### src/rtl/qbio_pkg.sv
// Package: shared constants and control type for the quasi-bidirectional port.
// Assumes an 8-bit register bus and a 7-pin port.
package qbio_pkg;
    localparam int PORT_W  = 7;
    localparam int BUS_W   = 8;
    localparam int ADDR_W  = 8;
    localparam int NUM_AN  = 2;
    localparam int NUM_INT = 2;

    // Register addresses
    localparam logic [ADDR_W-1:0] A_DATA   = 8'h01;
    localparam logic [ADDR_W-1:0] A_PATCTL = 8'h0C;
    localparam logic [ADDR_W-1:0] A_ANCTL  = 8'h10;
    localparam logic [ADDR_W-1:0] A_IE0    = 8'h18;
    localparam logic [ADDR_W-1:0] A_IE1    = 8'h1B;

    // Control bit positions
    localparam int B_PAT_N  = 7;
    localparam int B_AN0_N  = 0;
    localparam int B_HALF_N = 4;
    localparam int B_IE0    = 7;
    localparam int B_IE1    = 6;

    // Pin roles
    localparam int P_AN0  = 0;
    localparam int P_HOUT = 2;
    localparam int P_HIN  = 3;
    localparam int P_PAT  = 4;
    localparam int P_INT0 = 5;

    typedef struct packed {
        logic [NUM_AN-1:0]  an_n;    // active-low analog takeover
        logic               half_n;  // active-low half-sync takeover
        logic               pat_n;   // active-low pattern takeover
        logic [NUM_INT-1:0] ie;      // active-high interrupt takeover
    } qbio_ctl_t;
endpackage

### src/rtl/qbio_regs.sv
// Module: register file of the port. Holds the output latch and the takeover
// control bits, and forms the combinational read data.
// Assumes bus signals are stable around the rising clock edge.
module qbio_regs
    import qbio_pkg::*;
(
    input  logic              clk,
    input  logic              rst_n,
    input  logic              we,
    input  logic [ADDR_W-1:0] addr,
    input  logic [BUS_W-1:0]  wdata,
    input  logic [PORT_W-1:0] pin_in,
    output logic [PORT_W-1:0] latch,
    output qbio_ctl_t         ctl,
    output logic [BUS_W-1:0]  rdata
);
    localparam int PAD = BUS_W - PORT_W;

    // Register writes; only implemented bits are stored.
    always_ff @(posedge clk) begin
        if (!rst_n) begin
            latch  <= '1;
            ctl.an_n   <= '1;
            ctl.half_n <= 1'b1;
            ctl.pat_n  <= 1'b1;
            ctl.ie     <= '0;
        end else if (we) begin
            case (addr)
                A_DATA:   latch <= wdata[PORT_W-1:0];
                A_PATCTL: ctl.pat_n <= wdata[B_PAT_N];
                A_ANCTL: begin
                    ctl.an_n   <= wdata[B_AN0_N +: NUM_AN];
                    ctl.half_n <= wdata[B_HALF_N];
                end
                A_IE0:    ctl.ie[0] <= wdata[B_IE0];
                A_IE1:    ctl.ie[1] <= wdata[B_IE1];
                default: ;
            endcase
        end
    end

    // Read mux: pin levels, interrupt enables, zero elsewhere.
    always_comb begin
        rdata = '0;
        case (addr)
            A_DATA: rdata = {{PAD{1'b0}}, pin_in};
            A_IE0:  rdata[B_IE0] = ctl.ie[0];
            A_IE1:  rdata[B_IE1] = ctl.ie[1];
            default: rdata = '0;
        endcase
    end

    AST_LATCH_LOAD: assert property (@(posedge clk) disable iff (!rst_n)
        (we && addr == A_DATA) |=> latch == $past(wdata[PORT_W-1:0]));
    AST_LATCH_HOLD: assert property (@(posedge clk) disable iff (!rst_n)
        !(we && addr == A_DATA) |=> $stable(latch));
    AST_WO_READ_ZERO: assert property (@(posedge clk) disable iff (!rst_n)
        (addr == A_PATCTL || addr == A_ANCTL) |-> rdata == '0);
endmodule

### src/rtl/qbio_pinmux.sv
// Module: per-pin drive selection. Each pin is an ordinary quasi-bidirectional
// line, released (pull-up only) for an input takeover, or push-pull for an
// output takeover.
// Assumes control bits come from qbio_regs.
module qbio_pinmux
    import qbio_pkg::*;
(
    input  logic              clk,
    input  logic              rst_n,
    input  logic [PORT_W-1:0] latch,
    input  qbio_ctl_t         ctl,
    input  logic              free_run,
    input  logic              half_val,
    input  logic              pat_val,
    output logic [PORT_W-1:0] pin_out,
    output logic [PORT_W-1:0] pin_oe,
    output logic [PORT_W-1:0] pin_pu
);
    logic [PORT_W-1:0] released;
    logic [PORT_W-1:0] push;
    logic [PORT_W-1:0] push_val;

    // Decode which pins are taken over and by which kind of function.
    always_comb begin
        released = '0;
        push     = '0;
        push_val = '0;
        for (int k = 0; k < NUM_AN; k++) released[P_AN0 + k] = ~ctl.an_n[k];
        released[P_HIN]  = ~ctl.half_n;
        push[P_HOUT]     = ~ctl.half_n;
        push_val[P_HOUT] = half_val;
        push[P_PAT]      = ~ctl.pat_n & free_run;
        push_val[P_PAT]  = pat_val;
        for (int k = 0; k < NUM_INT; k++) released[P_INT0 + k] = ctl.ie[k];
    end

    // Per-pin driver: push-pull, released, or quasi-bidirectional.
    for (genvar i = 0; i < PORT_W; i++) begin : g_pin
        assign pin_oe[i]  = push[i] | (~released[i] & ~latch[i]);
        assign pin_out[i] = push[i] & push_val[i];
        assign pin_pu[i]  = ~push[i] & (released[i] | latch[i]);
    end

    AST_ADC_RELEASE: assert property (@(posedge clk) disable iff (!rst_n)
        !ctl.an_n[0] |-> (!pin_oe[P_AN0] && pin_pu[P_AN0]));
    AST_HALF_DRIVE: assert property (@(posedge clk) disable iff (!rst_n)
        !ctl.half_n |-> (pin_oe[P_HOUT] && pin_out[P_HOUT] == half_val && !pin_oe[P_HIN]));
    AST_PATTERN_DRIVE: assert property (@(posedge clk) disable iff (!rst_n)
        (!ctl.pat_n && free_run) |-> (pin_oe[P_PAT] && pin_out[P_PAT] == pat_val && !pin_pu[P_PAT]));
    AST_INT_RELEASE: assert property (@(posedge clk) disable iff (!rst_n)
        ctl.ie[0] |-> (!pin_oe[P_INT0] && pin_pu[P_INT0]));
endmodule

### src/rtl/qbio_hyst.sv
// Module: two-sample input filter with hysteresis for an interrupt pin.
// The output level changes only when two consecutive samples agree.
// Assumes the input is already a level in the clock domain.
module qbio_hyst #(
    parameter logic IDLE_LVL = 1'b1
) (
    input  logic clk,
    input  logic rst_n,
    input  logic din,
    output logic lvl
);
    logic samp_new;
    logic samp_old;

    // Sample shift and hysteretic level update.
    always_ff @(posedge clk) begin
        if (!rst_n) begin
            samp_new <= IDLE_LVL;
            samp_old <= IDLE_LVL;
            lvl      <= IDLE_LVL;
        end else begin
            samp_new <= din;
            samp_old <= samp_new;
            if (samp_new == samp_old) lvl <= samp_new;
        end
    end

    AST_GLITCH_FILTER: assert property (@(posedge clk) disable iff (!rst_n)
        !$stable(lvl) |-> ($past(samp_new) == $past(samp_old) && lvl == $past(samp_new)));
endmodule

### src/rtl/qbio_port.sv
// Module: top of the quasi-bidirectional port with shared pin functions.
// Ties together the register file, the pin multiplexer and the interrupt
// input filters. Assumes pin_in is synchronous to clk.
module qbio_port
    import qbio_pkg::*;
(
    input  logic               clk,
    input  logic               rst_n,
    input  logic               bus_we,
    input  logic [ADDR_W-1:0]  bus_addr,
    input  logic [BUS_W-1:0]   bus_wdata,
    output logic [BUS_W-1:0]   bus_rdata,
    input  logic [PORT_W-1:0]  pin_in,
    output logic [PORT_W-1:0]  pin_out,
    output logic [PORT_W-1:0]  pin_oe,
    output logic [PORT_W-1:0]  pin_pu,
    input  logic               free_run,
    input  logic               half_out_val,
    input  logic               pattern_val,
    output logic [NUM_AN-1:0]  adc_sel,
    output logic               half_in,
    output logic [NUM_INT-1:0] int_lvl
);
    logic [PORT_W-1:0] latch;
    qbio_ctl_t         ctl;

    qbio_regs u_regs (
        .clk   (clk),
        .rst_n (rst_n),
        .we    (bus_we),
        .addr  (bus_addr),
        .wdata (bus_wdata),
        .pin_in(pin_in),
        .latch (latch),
        .ctl   (ctl),
        .rdata (bus_rdata)
    );

    qbio_pinmux u_pinmux (
        .clk     (clk),
        .rst_n   (rst_n),
        .latch   (latch),
        .ctl     (ctl),
        .free_run(free_run),
        .half_val(half_out_val),
        .pat_val (pattern_val),
        .pin_out (pin_out),
        .pin_oe  (pin_oe),
        .pin_pu  (pin_pu)
    );

    // Routed peripheral inputs
    assign adc_sel = ~ctl.an_n;
    assign half_in = ~ctl.half_n & pin_in[P_HIN];

    // One filter per interrupt pin; disabled lines read idle high.
    for (genvar k = 0; k < NUM_INT; k++) begin : g_int
        logic filt;
        qbio_hyst #(.IDLE_LVL(1'b1)) u_hyst (
            .clk  (clk),
            .rst_n(rst_n),
            .din  (pin_in[P_INT0 + k]),
            .lvl  (filt)
        );
        assign int_lvl[k] = ctl.ie[k] ? filt : 1'b1;
    end
endmodule

### config.mk
export PLATFORM = sky130hd
export DESIGN_NAME = qbio_port
export DESIGN_NICKNAME = d
export VERILOG_FILES = /design/src/rtl/qbio_pkg.sv /design/src/rtl/qbio_regs.sv /design/src/rtl/qbio_pinmux.sv /design/src/rtl/qbio_hyst.sv /design/src/rtl/qbio_port.sv
export SDC_FILE = /design/constraint.sdc
export NUM_CORES = 1
export LEC_CHECK = 0
export BUFFER_PORTS_ARGS = -buffer_cell sky130_fd_sc_hd__buf_4
export CORE_MARGIN = 2
export CORE_UTILIZATION = 40
export CTS_CLUSTER_SIZE = 25
export DETAILED_ROUTE_END_ITERATION = 8
export PLACE_DENSITY = 0.71
export SYNTH_ARGS = -nofsm -noshare
export SYNTH_HDL_FRONTEND = slang
export SYNTH_SLANG_ARGS = --single-unit
### constraint.sdc
create_clock -name clk -period 4.7 [get_ports clk]
set_input_delay 0.705 -clock clk [delete_from_list [all_inputs] [get_ports clk]]
set_output_delay 0.705 -clock clk [all_outputs]
set_load 0.03 [all_outputs]
==> results.md <==
- Status: complete, no violations
- Maxcap violations: 0
- Crit. End Element: primary output
- Min-delay src: g_int[1].u_hyst.samp_new
- Die Ht: around 55 um
- CTS tree: done
- Max Slew Vio Count: 0
- Clk_skew: between 0.0002 and 0.00025 ns
- Starting density of the core: 42.5%
- TritonCTS sink count: 19
- Vias post-DR: roughly 1.1k
- VDD IR max: between 100 and 150 uV
- Core ar.: 2480 um2
- Routed vias/inst: about 5
- Detailed Place HPWL: ~2.0 mm
- Vias in the first global route: 920
- Setup TNS Final: 0 ns
- Commonest non-fill, non-tap cell in the layout: buf_4
- Layout cells sized above 1: 37.1%
- Commonest cells after routing, fill and taps aside: 58 x buf_4, 19 x dfxtp_1, 14 x inv_1
- # diodes: 0
- Switching power: approximately 76 uW
- Final core utilization: 59.9%
- CP required: approximately 4.0 ns
- Multi-input gate area: about 550 um2
- Die area: a little over 3000 um2
- PwrDens: roughly 200 nW/um2
- Setup CP Type: in -> out
- Sw frac: roughly a quarter
- Syn Inst Count: 125
- Resized Gates After CTS: 0
- Clock power frac: between 20 and 30%
- Synthesized area: 1050 um2
- Nets: 208
- Comb power frac: roughly 15%
- Clock transition at the registers of the reported paths: ~0.10 ns
- Reg area: about 380 um2
- Number of synthesis warnings: 0
- P_leak: between 0.0006 and 0.0007 uW
- Row Count: 18
- Post-DR wirelength/cell: between 10 and 15 um
- Mean Syn Cell Area: 8.43 um2
- Postcts setup bufs: 0
- Die W: around 55 um
- Fillers: ~240
- Reg power frac: a little under three fifths
- Setup WS pre-CTS: ~1.8 ns
- Largest net degree at the start of global routing: 16
- Final Setup Violations: 0
- Flops & latches, synth: 19
- Total gr overflow: 0
- Gr usage total: approximately 17%
- DRC: 0
- WL final: between 2 and 3 mm
- FF-to-FF Start: u_regs.latch[4]
- RSZ-0062 raised after global routing: false
- Worst skew pair latency: roughly 0.29 ns
- H-Tree Depth: 1
- CTS Buf Count: 3
- Seq/Total Area, Yosys: 36.1%
- Initial antenna violation count: 0
- Fmax: around 350 MHz
- Ports: 63
- First DRT Iteration DRCs: 19
- CP Max Fanout: 15
- Post-synth cell types: 29
- PnR worst setup slack: ~1.8 ns
- Launch point of the critical path: bus_addr[5]
- Pint: 215 uW
- Worst EP arrival: approximately 2.2 ns
- Final Hold Viols: 0
- Max clock buf depth: 2
- CTS Hold Buffers Added: 0
- CTS Root Buffer Type: clkbuf_4
- Area Overhead vs Synth: 40.9%
- First-pass DRT Iterations: 4
- Worst Setup Start Kind: input port
- First-pass GRT wire length: ~4 mm
- Worst min path class: reg -> reg
- IO buf count: 57
- Minimum clock period: between 2 and 3 ns
- Final worst-path cycle share: between 60% and 70%
- Remaining antenna violation count: 0
- Global placer's final weighted congestion: approximately 0.75
[registers in the layout (all words and copies together) (netlist names)]
register and count:
g_int.u_hyst.lvl 2, u_regs.latch 7, g_int.u_hyst.samp_new 2, g_int.u_hyst.samp_old 2, u_regs.ctl 6
[cells by family after synthesis]
| logic type | Yosys count | share of synthesized area, % |
|---|---|---|
| DFF | 19 | 36.1 |
| AOI/OAI and AO/OA | 21 | 18.2 |
| muxes | 5 | 4.75 |
| other | 1 | 0.356 |
| buffers and inverters | 27 | 13.1 |
| and+or+nand+nor | 52 | 27.6 |
[layout make-up]
type / count / share of cell area (%)
inverter: 14 / 3.54
tap: 30 / 2.53
multi-input combinational: 83 / 37.1
timing repair buffer: 58 / 29.3
clock inverter: 1 / 0.337
sequential: 19 / 25.6
clock buffer: 3 / 1.52
[final timing paths]
path,depth (start not counted),to,slack (ns)
max,6,bus_rdata[3],1.81
min,1,g_int[1].u_hyst.samp_old,0.45
max reg2reg,2,u_regs.latch[4],3.85
min reg2reg,1,g_int[1].u_hyst.samp_old,0.45
[layer usage]
metal	up-vias	track usage, %	routed length, um
met5	-	0	0
met4	0	9.41	55
met3	4	2.58	155
met2	41	29.6	1300
met1	488	18.4	1080
li1	527	-	-
[Yosys cell counts]
cell / n / area share [%]
clkbuf_1: 3 / 1.1
conb_1: 1 / 0.36
nor2_1: 12 / 4.3
nor4b_1: 1 / 0.83
nor2b_1: 2 / 1.2
nor4_1: 1 / 0.59
inv_1: 14 / 5.0
nand3_1: 2 / 0.95
buf_6: 2 / 2.1
o311ai_0: 1 / 0.83
a311o_1: 7 / 6.7
nand2b_1: 11 / 6.5
buf_1: 1 / 0.36
or4b_2: 1 / 0.95
o21ai_0: 2 / 0.95
mux2i_1: 5 / 4.8
or3_1: 4 / 2.4
nand2_1: 6 / 2.1
or4bb_1: 1 / 1.1
nor3_1: 2 / 0.95
nor3_2: 1 / 0.95
buf_2: 2 / 0.95
or2_2: 2 / 1.2
a21oi_1: 3 / 1.4
buf_4: 5 / 3.6
and2_1: 6 / 3.6
o41a_1: 7 / 7.5
dfxtp_1: 19 / 36
o41ai_1: 1 / 0.83
[worst max-delay path: stages]
cell,delay [ns]
buf_4,0.11
or3_1,0.59
nor3_1,0.26
buf_4,0.22
and2_1,0.15
buf_4,0.16
[stage by stage]
stage	total power, uW	hold WS, ns	instances	instance area, um2
2_1_floorplan	192	0.412	129	1070
3_3_place_gp	210	0.420	204	1460
3_5_place_dp	211	0.427	204	1460
4_1_cts	292	0.454	208	1480
5_1_grt	306	0.476	208	1480
6_report	290	0.452	208	1480
[power groups by stage]
stage	Clock (uW)	Combinational, uW	Sequential [uW]
final	83.0	43.1	164
after global routing	95.3	46.2	164
after CTS	85.1	43.2	164
after detailed placement	0	43.1	168
after global placement	0	42.3	168
after floorplan	0	24.8	167
(Power assumes the default switching activity.)
